--- src/rtl/nic_reg_pkg.sv ---
package nic_reg_pkg;

  typedef struct packed {
    logic used;
    logic wide;
    logic rd;
    logic wr;
  } slot_t;

  localparam int SLOT_CFG       = 0;
  localparam int SLOT_CMD       = 1;
  localparam int SLOT_ISR       = 2;
  localparam int SLOT_IMR       = 3;
  localparam int SLOT_LIM_FIRST = 4;
  localparam int SLOT_RSVD      = 7;
  localparam int SLOT_LIM_LAST  = 11;
  localparam int SLOT_RXDESC    = 12;
  localparam int SLOT_RXDONE    = 14;
  localparam int SLOT_RXWAIT    = 16;
  localparam int SLOT_TXDESC    = 18;
  localparam int SLOT_TXDONE    = 20;
  localparam int SLOT_TXWAIT    = 22;
  localparam int SLOT_HWADDR    = 24;
  localparam int WORD_W         = 32;

  // descriptor of one 4-byte slot; odd slots above the limits are upper halves
  function automatic slot_t slot_info(int idx);
    slot_t s;
    s = '0;
    if (idx == SLOT_CFG || idx == SLOT_ISR || idx == SLOT_IMR)
      s = '{1'b1, 1'b0, 1'b1, 1'b1};
    else if (idx == SLOT_CMD)
      s = '{1'b1, 1'b0, 1'b0, 1'b1};
    else if (idx >= SLOT_LIM_FIRST && idx <= SLOT_LIM_LAST && idx != SLOT_RSVD)
      s = '{1'b1, 1'b0, 1'b1, 1'b0};
    else if (idx >= SLOT_RXDESC && idx <= SLOT_HWADDR && (idx % 2) == 0)
      s = '{1'b1, 1'b1, 1'b1, (idx == SLOT_RXDESC || idx == SLOT_TXDESC)};
    return s;
  endfunction

endpackage

--- src/rtl/nic_reg_check.sv ---
module nic_reg_check
  import nic_reg_pkg::*;
#(
  parameter int ADDR_W = 7,
  parameter int WINDOW = 'h68,
  localparam int IDX_W = ADDR_W - 2
) (
  input  logic              req_write,
  input  logic [ADDR_W-1:0] req_addr,
  input  logic              req_size,
  output logic [IDX_W-1:0]  slot_idx,
  output logic              bad
);

  slot_t info;
  logic  in_win;
  logic  aligned;
  logic  allowed;

  always_comb begin
    slot_idx = req_addr[ADDR_W-1:2];
    info     = slot_info(int'(slot_idx));
    in_win   = int'(req_addr) < WINDOW;
    aligned  = (req_addr[1:0] == 2'b00);
    allowed  = req_write ? info.wr : info.rd;
    bad      = !(in_win && aligned && info.used && (req_size == info.wide) && allowed);
  end

endmodule

--- src/rtl/nic_reg_store.sv ---
module nic_reg_store
  import nic_reg_pkg::*;
#(
  parameter int IRQ_W = 8,
  parameter int CFG_W = 9,
  parameter int IDX_W = 5
) (
  input  logic             clk,
  input  logic             rst,
  input  logic             wr_en,
  input  logic             rd_en,
  input  logic [IDX_W-1:0] idx,
  input  logic [63:0]      wdata,
  input  logic [IRQ_W-1:0] irq_set,
  output logic [CFG_W-1:0] cfg_q,
  output logic [IRQ_W-1:0] isr_q,
  output logic [IRQ_W-1:0] imr_q,
  output logic [63:0]      rx_desc_q,
  output logic [63:0]      tx_desc_q,
  output logic             dev_reset_q
);

  logic             cmd_fire;
  logic             isr_wr;
  logic             isr_rd;
  logic [IRQ_W-1:0] isr_next;

  always_comb begin
    cmd_fire = wr_en && int'(idx) == SLOT_CMD && wdata[0];
    isr_wr   = wr_en && int'(idx) == SLOT_ISR;
    isr_rd   = rd_en && int'(idx) == SLOT_ISR;
    if (isr_wr)      isr_next = wdata[IRQ_W-1:0];
    else if (isr_rd) isr_next = '0;
    else             isr_next = isr_q;
    isr_next = isr_next | irq_set;
  end

  always_ff @(posedge clk) begin
    if (rst) begin
      cfg_q       <= '0;
      isr_q       <= '0;
      imr_q       <= '0;
      rx_desc_q   <= '0;
      tx_desc_q   <= '0;
      dev_reset_q <= 1'b0;
    end else begin
      dev_reset_q <= cmd_fire;
      if (cmd_fire) begin
        cfg_q     <= '0;
        imr_q     <= '0;
        rx_desc_q <= '0;
        tx_desc_q <= '0;
        isr_q     <= irq_set;
      end else begin
        isr_q <= isr_next;
        if (wr_en && int'(idx) == SLOT_CFG)    cfg_q     <= wdata[CFG_W-1:0];
        if (wr_en && int'(idx) == SLOT_IMR)    imr_q     <= wdata[IRQ_W-1:0];
        if (wr_en && int'(idx) == SLOT_RXDESC) rx_desc_q <= wdata;
        if (wr_en && int'(idx) == SLOT_TXDESC) tx_desc_q <= wdata;
      end
    end
  end

  AST_IRQ_KEPT: assert property (@(posedge clk) disable iff (rst)
    (|irq_set) |=> ((isr_q & $past(irq_set)) == $past(irq_set)));

  AST_SOFT_RESET_CLEARS: assert property (@(posedge clk) disable iff (rst)
    dev_reset_q |-> (cfg_q == '0 && imr_q == '0 && rx_desc_q == '0 && tx_desc_q == '0));

endmodule

--- src/rtl/nic_reg_rdmux.sv ---
module nic_reg_rdmux
  import nic_reg_pkg::*;
#(
  parameter int                IRQ_W   = 8,
  parameter int                CFG_W   = 9,
  parameter int                IDX_W   = 5,
  parameter logic [8*32-1:0]   LIMITS  = '0,
  parameter logic [63:0]       HW_ADDR = '0
) (
  input  logic [IDX_W-1:0] idx,
  input  logic [CFG_W-1:0] cfg,
  input  logic [IRQ_W-1:0] isr,
  input  logic [IRQ_W-1:0] imr,
  input  logic [63:0]      rx_desc,
  input  logic [63:0]      tx_desc,
  input  logic [63:0]      rx_done,
  input  logic [63:0]      rx_wait,
  input  logic [63:0]      tx_done,
  input  logic [63:0]      tx_wait,
  output logic [63:0]      rdata
);

  always_comb begin
    rdata = '0;
    case (int'(idx))
      SLOT_CFG:    rdata = 64'(cfg);
      SLOT_ISR:    rdata = 64'(isr);
      SLOT_IMR:    rdata = 64'(imr);
      SLOT_RXDESC: rdata = rx_desc;
      SLOT_RXDONE: rdata = rx_done;
      SLOT_RXWAIT: rdata = rx_wait;
      SLOT_TXDESC: rdata = tx_desc;
      SLOT_TXDONE: rdata = tx_done;
      SLOT_TXWAIT: rdata = tx_wait;
      SLOT_HWADDR: rdata = HW_ADDR;
      default: begin
        if (int'(idx) >= SLOT_LIM_FIRST && int'(idx) <= SLOT_LIM_LAST)
          rdata = 64'(LIMITS[(int'(idx) - SLOT_LIM_FIRST)*WORD_W +: WORD_W]);
      end
    endcase
  end

endmodule

--- src/rtl/nic_reg_decoder.sv ---
module nic_reg_decoder
  import nic_reg_pkg::*;
#(
  parameter int              ADDR_W  = 7,
  parameter int              IRQ_W   = 8,
  parameter int              CFG_W   = 9,
  parameter int              WINDOW  = 'h68,
  parameter logic [8*32-1:0] LIMITS  = {32'h0001_0000, 32'h0007_0000, 32'h0008_0000,
                                        32'h0008_0000, 32'h0000_0000, 32'h0000_000A,
                                        32'h0000_0800, 32'h0000_0800},
  parameter logic [63:0]     HW_ADDR = 64'h0000_0012_3456_789A
) (
  input  logic              clk,
  input  logic              rst,
  input  logic              req_valid,
  input  logic              req_write,
  input  logic [ADDR_W-1:0] req_addr,
  input  logic              req_size,
  input  logic [63:0]       req_wdata,
  input  logic [IRQ_W-1:0]  irq_set,
  input  logic [63:0]       rx_done_i,
  input  logic [63:0]       rx_wait_i,
  input  logic [63:0]       tx_done_i,
  input  logic [63:0]       tx_wait_i,
  output logic              rsp_valid,
  output logic              rsp_err,
  output logic [63:0]       rsp_rdata,
  output logic [CFG_W-1:0]  cfg_o,
  output logic [IRQ_W-1:0]  imr_o,
  output logic [63:0]       rx_desc_o,
  output logic [63:0]       tx_desc_o,
  output logic              dev_reset_o
);

  localparam int IDX_W = ADDR_W - 2;

  logic [IDX_W-1:0] slot_idx;
  logic             bad;
  logic             wr_en;
  logic             rd_en;
  logic [IRQ_W-1:0] isr_q;
  logic [63:0]      mux_data;

  nic_reg_check #(.ADDR_W(ADDR_W), .WINDOW(WINDOW)) u_check (
    .req_write (req_write),
    .req_addr  (req_addr),
    .req_size  (req_size),
    .slot_idx  (slot_idx),
    .bad       (bad)
  );

  assign wr_en = req_valid && req_write && !bad;
  assign rd_en = req_valid && !req_write && !bad;

  nic_reg_store #(.IRQ_W(IRQ_W), .CFG_W(CFG_W), .IDX_W(IDX_W)) u_store (
    .clk         (clk),
    .rst         (rst),
    .wr_en       (wr_en),
    .rd_en       (rd_en),
    .idx         (slot_idx),
    .wdata       (req_wdata),
    .irq_set     (irq_set),
    .cfg_q       (cfg_o),
    .isr_q       (isr_q),
    .imr_q       (imr_o),
    .rx_desc_q   (rx_desc_o),
    .tx_desc_q   (tx_desc_o),
    .dev_reset_q (dev_reset_o)
  );

  nic_reg_rdmux #(.IRQ_W(IRQ_W), .CFG_W(CFG_W), .IDX_W(IDX_W),
                  .LIMITS(LIMITS), .HW_ADDR(HW_ADDR)) u_rdmux (
    .idx     (slot_idx),
    .cfg     (cfg_o),
    .isr     (isr_q),
    .imr     (imr_o),
    .rx_desc (rx_desc_o),
    .tx_desc (tx_desc_o),
    .rx_done (rx_done_i),
    .rx_wait (rx_wait_i),
    .tx_done (tx_done_i),
    .tx_wait (tx_wait_i),
    .rdata   (mux_data)
  );

  always_ff @(posedge clk) begin
    if (rst) begin
      rsp_valid <= 1'b0;
      rsp_err   <= 1'b0;
      rsp_rdata <= '0;
    end else begin
      rsp_valid <= req_valid;
      rsp_err   <= req_valid && bad;
      rsp_rdata <= rd_en ? mux_data : '0;
    end
  end

  AST_RSP_NEXT_CYCLE: assert property (@(posedge clk) disable iff (rst)
    req_valid |=> rsp_valid);

  AST_NO_SPURIOUS_RSP: assert property (@(posedge clk) disable iff (rst)
    !req_valid |=> (!rsp_valid && !rsp_err));

  AST_ERR_ZERO_DATA: assert property (@(posedge clk) disable iff (rst)
    rsp_err |-> (rsp_valid && rsp_rdata == '0));

  AST_REJECTED_WRITE_STABLE: assert property (@(posedge clk) disable iff (rst)
    (req_valid && req_write && bad) |=>
      ($stable(cfg_o) && $stable(imr_o) && $stable(rx_desc_o) && $stable(tx_desc_o) && !dev_reset_o));

endmodule

--- config.mk ---
export PLATFORM = sky130hd
export DESIGN_NAME = nic_reg_decoder
export DESIGN_NICKNAME = d
export VERILOG_FILES = /design/src/rtl/nic_reg_pkg.sv /design/src/rtl/nic_reg_check.sv /design/src/rtl/nic_reg_store.sv /design/src/rtl/nic_reg_rdmux.sv /design/src/rtl/nic_reg_decoder.sv
export SDC_FILE = /design/constraint.sdc
export NUM_CORES = 1
export LEC_CHECK = 0
export ABC_AREA = 1
export CAP_MARGIN = 20
export CORE_AREA = 2 2 213 215
export CTS_CLUSTER_SIZE = 30
export DETAILED_ROUTE_END_ITERATION = 8
export DIE_AREA = 0 0 215 217
export SLEW_MARGIN = 10
export SYNTH_ARGS = -nofsm -noshare
export SYNTH_HDL_FRONTEND = slang
export SYNTH_HIERARCHICAL = 1
export SYNTH_SLANG_ARGS = --single-unit
--- constraint.sdc ---
create_clock -name clk -period 3 [get_ports clk]
set_input_delay 0.6 -clock clk [delete_from_list [all_inputs] [get_ports clk]]
set_output_delay 0.6 -clock clk [all_outputs]
set_load 0.01 [all_outputs]
Word level (Yosys, flattened, before mapping)
Cells that the tools add are included.

Bits in registers: 220. Output and inout bits: 212. Logic and storage cells: 76.

Add/sub/neg operators: 1. Order comparisons: 5. Equality and inequality tests: 16. Shifts and indexed selects: 1. Muxes and demuxes: 10. Bitwise gates (word level): 2. Reductions and logical operators: 32.

Operator list (count): 64-bit one-hot mux with 10 select lines (1); 256-bit by 32-bit indexed part select with 32-bit output (first input constant) (1); 5-bit equality test (second input constant) (7); 32-bit zero test (1); 32-bit two-way mux (1); 8-bit two-way mux (3); 1-bit logical AND (21); 4-bit two-way mux (4); 5-bit by 2-bit equality test with 1-bit output (second input constant) (3); 5-bit by 3-bit equality test with 1-bit output (second input constant) (2); 5-bit by 4-bit equality test with 1-bit output (second input constant) (2); 5-bit zero test (2); 8-bit bitwise OR (1); 7-bit < comparator (second input constant) (1); 5-bit by 3-bit subtractor with 6-bit output (second input constant) (1); 5-bit by 3-bit greater-or-equal comparator with 1-bit output (second input constant) (1); 5-bit by 4-bit greater-or-equal comparator with 1-bit output (second input constant) (1); 5-bit by 4-bit <= comparator with 1-bit output (second input constant) (1); 5-bit <= comparator (second input constant) (1); 5-bit by 4-bit inequality test with 1-bit output (second input constant) (1); 2-bit OR reduction (2); 1-bit logical OR (3); 1-bit zero test (2); 2-bit zero test (1); 3 further kinds (3).

Longest topological paths before layout
Word-level depth: 16. Depth in mapped cells: 16. Mapped depth without buffers: 14.

Cells and area by module
The synthesis kept the hierarchy.

By module, submodules not included: nic_reg_store (times used 1, cells an instance 714, area an instance 5492.8 sq um, sequential area each 3083.0 sq um); nic_reg_rdmux (times used 1, cells an instance 735, area an instance 3176.8 sq um, sequential area each 0.0 sq um); nic_reg_decoder (times used 1, cells an instance 210, area an instance 2080.7 sq um, sequential area each 1321.3 sq um); nic_reg_check (times used 1, cells an instance 39, area an instance 178.9 sq um, sequential area each 0.0 sq um).

Worst setup path before layout
Ideal clock, no wire load.

Path kind: input to register. Start point: input port req_addr[3]. End point: register u_store.imr_q[0]. Arrival time: 2.408 ns. Required time: 2.884 ns. Slack: 0.476 ns. Stages on the path: 16. Path buffers: 3. Cell sequence: inv_1 nand2_2 nand2_2 nand2_1 nand2_1 nand2_1 inv_1 nand2_1 nor3_1 nand4_2 nor2_4 or2_1 buf_4 buf_6 buf_6 a21oi_1.

Longest elaborated chain between the ends: 14. Elaborated cells between the ends (all ways): 34. Those cells by class: order compare: 5; eq/ne: 7; mux: 5; reduce/logical: 17.

Ends and longest elaborated chain: from (decl) (RTL line nic_reg_decoder.sv:17) `input logic [ADDR_W-1:0] req_addr,`; 5-bit by 4-bit greater-or-equal comparator with 1-bit output or 5-bit <= comparator (tied branches) (RTL line nic_reg_pkg.sv:36) `else if (idx >= SLOT_RXDESC && idx <= SLOT_HWADDR && (idx % 2) == 0)`; 1-bit logical AND (2 in series) (RTL line nic_reg_pkg.sv:36); 4-bit two-way mux (RTL line nic_reg_pkg.sv:36); 4-bit two-way mux (RTL line nic_reg_pkg.sv:34) `else if (idx >= SLOT_LIM_FIRST && idx <= SLOT_LIM_LAST && idx != SLOT_RSVD)`; 4-bit two-way mux (RTL line nic_reg_pkg.sv:32) `else if (idx == SLOT_CMD)`; 4-bit two-way mux (RTL line nic_reg_pkg.sv:30) `if (idx == SLOT_CFG || idx == SLOT_ISR || idx == SLOT_IMR)`; 1-bit equality test or 1-bit logical AND (tied branches) (RTL line nic_reg_check.sv:26) `bad = !(in_win && aligned && info.used && (req_size == info.wide) && allowed);`; 1-bit logical AND (RTL line nic_reg_check.sv:26); 1-bit logical AND (*) (RTL line nic_reg_check.sv:26); 1-bit logical AND (*) (RTL line nic_reg_decoder.sv:52) `assign wr_en = req_valid && req_write && !bad;`; named net wr_en (RTL line nic_reg_decoder.sv:39) `logic wr_en;`; 1-bit logical AND (2 in series) (RTL line nic_reg_store.sv:29) `cmd_fire = wr_en && int'(idx) == SLOT_CMD && wdata[0];`; 2-bit OR reduction (no line); to (decl) (RTL line nic_reg_store.sv:17) `output logic [IRQ_W-1:0] imr_q,`.

Mark *: on every way through the listed nets, which the timed path passes. The rest lies on a longest branch. A chain may end at the register's enable or synchronous reset.

Final worst setup path
Start point: input port req_addr[5]. End point: register u_store.tx_desc_q[27].

Longest elaborated chain between the ends: 14. Elaborated cells between the ends (all ways): 34. Those cells by class: order compare: 5; eq/ne: 7; mux: 5; reduce/logical: 17.

Ends and longest elaborated chain: 5-bit by 4-bit greater-or-equal comparator with 1-bit output or 5-bit <= comparator (tied branches) (RTL line nic_reg_pkg.sv:36); 1-bit logical AND (2 in series) (RTL line nic_reg_pkg.sv:36); 4-bit two-way mux (RTL line nic_reg_pkg.sv:36); 4-bit two-way mux (RTL line nic_reg_pkg.sv:34); 4-bit two-way mux (RTL line nic_reg_pkg.sv:32); 4-bit two-way mux (RTL line nic_reg_pkg.sv:30); 1-bit equality test or 1-bit logical AND (tied branches) (RTL line nic_reg_check.sv:26); 1-bit logical AND (RTL line nic_reg_check.sv:26); 1-bit logical AND (*) (RTL line nic_reg_check.sv:26); 1-bit logical AND (*) (RTL line nic_reg_decoder.sv:52); named net wr_en (RTL line nic_reg_decoder.sv:39); 1-bit logical AND (2 in series) (RTL line nic_reg_store.sv:29); 2-bit OR reduction (no line); to (decl) (RTL line nic_reg_store.sv:19) `output logic [63:0] tx_desc_q,`.

Marked as above.

==> out/results.txt <==
Drt initial violations: 820
Cts repair resizes: 0
Hold Buf Count CTS: 0
DR vias: 13300
Post-synthesis cell count: 1698
Outcome: complete, no violations
Leak Pwr: 0.00698 uW
Final Cell Area: 18500 um2
Type of origin of the critical path: input port
R2R cell count: 7
Area of placed instances: 17600 um2
Max VDD drop: 0.000244 V
Area delta synth->final: 69.3%
Routed Antenna Nets: 0
First-pass GRT wire length: 81100 um
Ys flop type: dfxtp_1
GRT Overall Usage: 22.6%
Mean post-synth cell area: 6.44 um2
Cell taking the most area after synthesis: dfxtp_1
Share of cells above drive strength 1: 9.14%
Worst slew pin tran: 0.621 ns
R2r setup slk: 1.88 ns
Slowest stage delay, CP: 0.62 ns
H-tree depth: 1
Longest Clk Path Bufs: 3
Hold Crit Depth: 2
Slowest cell on the critical path: clkdlybuf4s50_1
Die area: 46700 um2
Hold Crit Class: register to register
CORE AREA: 44700 um2
Sink Count: 220
Post-CTS setup buffers: 0
Initial Util: 24.5%
Share of the synthesized area in the top cell type: 40.3%
Unique masters post-synth: 25
HPWL after DPL: 41100 um
GP Congestion: 0.980
Min Tclk post-route: 2.51 ns
Final hold slack: 0.475 ns
Crit-path cells: clkdlybuf4s50_1 > inv_1 > nand3_1 > nand2_1 > nand2_1 > nand2_1 > inv_1 > nand2_1 > nor3_1 > buf_4 > nand4_2 > nor2_4 > or2_4 > buf_12 > a21oi_1
Post-synthesis register bit count: 220
CP most frequent cell: nand2_1
Buffers & Inverters on Critical Path: 5
DRC violations left: 0
Syn nets: 2043
Critical path class: input port to register
Clock root cell: clkbuf_16
Netlist Area Pre-Place: 10900 um2
Fmax: 398 MHz
Vias in the first global route: 13300
Slew Limit Fails: 0
Final number of hold-violating endpoints: 0
Post-Route WL: 54800 um
Chip Width: 215 um
CP required: 3.41 ns
Initial antenna violation count: 2
Number of port buffers: 551
CTS buffer count: 27
Fin crit share: 83.8%
Unrepaired setup endpoints after global routing: no
Clock Skew: 0.00869 ns
Largest cells by area after synthesis: dfxtp_1, nand2_1, a21oi_1, inv_1, nor2_2
CTS tree: built
DR pass1 iterations: 7
I/O Pins: 552
Power density cells: 386 nW/um2
Worst reg2reg path startpoint: u_store/tx_desc_q[36]$_SDFFE_PP0P_
CP arrival: 2.93 ns
Post-synth ARST share: 0%
Seq/Total Area, Yosys: 40.3%
Slew headroom: 58.6%
Clock-pin slew on the worst setup and hold paths: 0.06 ns
Crit-path max FO: 67
Synthesis Warnings: 6
Critical path capture point type: register
Site Rows: 78
R2R Path End: rsp_rdata[36]$_SDFF_PP0_
Final nets: 2601
Total grt overflow: 0
Delay-heaviest family, CP: buffers and inverters
EDFF count, synth: 0
Hold Crit Start: u_store/rx_desc_q[37]$_SDFFE_PP0P_
Vias/cell: 4.64
Top cells by count, synth: nand2_1, dfxtp_1, a21oi_1
MaxCap Viol Count: 0
Drt wl/cell: 19.1 um
Hold endpoint: u_store/rx_desc_q[37]$_SDFFE_PP0P_
Worst skew pair latency: 0.54 ns
Die Y: 217 um
Final core occ: 41.4%
Largest net degree at the start of global routing: 68
Top-count cell post-synth: nand2_1
Final Setup Violations: 0
## worst max-delay path by stage
stage	cells after the start	from	end	slack, ns
6_report	15	req_addr[5]	u_store/tx_desc_q[27]$_SDFFE_PP0P_	0.49
5_1_grt	14	req_addr[5]	u_store/tx_desc_q[36]$_SDFFE_PP0P_	0.29
4_1_cts	15	req_addr[5]	u_store/tx_desc_q[27]$_SDFFE_PP0P_	0.49
3_5_place_dp	15	req_addr[5]	u_store/tx_desc_q[36]$_SDFFE_PP0P_	-0.07
3_3_place_gp	15	req_addr[5]	u_store/tx_desc_q[10]$_SDFFE_PP0P_	-0.06
2_1_floorplan	16	req_addr[3]	u_store/imr_q[0]$_SDFFE_PP0P_	0.48
## cell type report
class	instances	area, um2
Multi-Input combinational cell	1265	5560
Clock buffer	38	807
Fill cell	4694	26200
Inverter	118	443
Clock inverter	11	120
Sequential cell	220	4400
Tap cell	600	751
Timing Repair Buffer	624	6410
Antenna cell	2	5.00
## cells by family (layout without fill, tap and decap cells)
group,Yosys count,count (layout),synth area share [%]
AND/OR/NAND/NOR,1055,1055,40.5
flip-flops,220,220,40.3
buffers and inverters,213,791,9.23
AO/OA/AOI/OAI,205,205,9.39
adder cells (fa/ha/maj),5,5,0.572
other,0,2,0
## flip-flops by register name, summed over array words and instances (netlist names)
register             count
rsp_valid                1
u_store/isr_q            8
rsp_err                  1
u_store/cfg_q            9
u_store/imr_q            8
rsp_rdata               64
u_store/tx_desc_q       64
u_store/rx_desc_q       64
u_store/dev_reset_q      1
## through the flow
step,TNS [ns],total power [uW],cells,setup slack (ns)
floorplan,0,3220,1698,0.476
global placement,-3.42,3820,2827,-0.0603
detailed placement,-4.02,3820,2827,-0.0656
CTS,0,7230,2876,0.492
global route,0,7410,2877,0.290
finish,0,7140,2878,0.486
## layer usage
layer / global-route usage (%) / routed length, um / vias to the layer above
met4: 7.24 / 1590 / 2
li1: - / - / 6434
met5: 0 / 13 / -
met2: 40.2 / 26800 / 592
met3: 4.72 / 4290 / 79
met1: 27.1 / 22100 / 6241
## worst min-delay path: stages, from the launching register on
cell and delay, ns:
dfxtp_1 0.32, nand2_1 0.06, a21oi_1 0.05
## power breakdown
group	total, uW	internal, uW	switching (uW)
Combinational	823	499	324
Sequential	2940	2930	6.38
Clock	3380	2040	1340
## layout by cell type (no fill, tap or decap), types with 5 or more instances in the layout
master / netlist / final
a21oi_1: 197 / 197
inv_2: 6 / 6
inv_1: 109 / 109
o21ai_0: 8 / 8
clkbuf_8: 0 / 9
ha_1: 5 / 5
nor2_4: 6 / 12
dfxtp_1: 220 / 220
clkinv_2: 0 / 5
buf_4: 9 / 45
nor2_1: 83 / 80
clkbuf_16: 0 / 27
clkdlybuf4s50_1: 0 / 551
nand3_1: 64 / 64
nand2_1: 774 / 774
nor3_1: 6 / 6
nand4_1: 47 / 47
buf_12: 0 / 28
nor2_2: 65 / 62
Note: power is estimated with default switching activity, not from simulation.
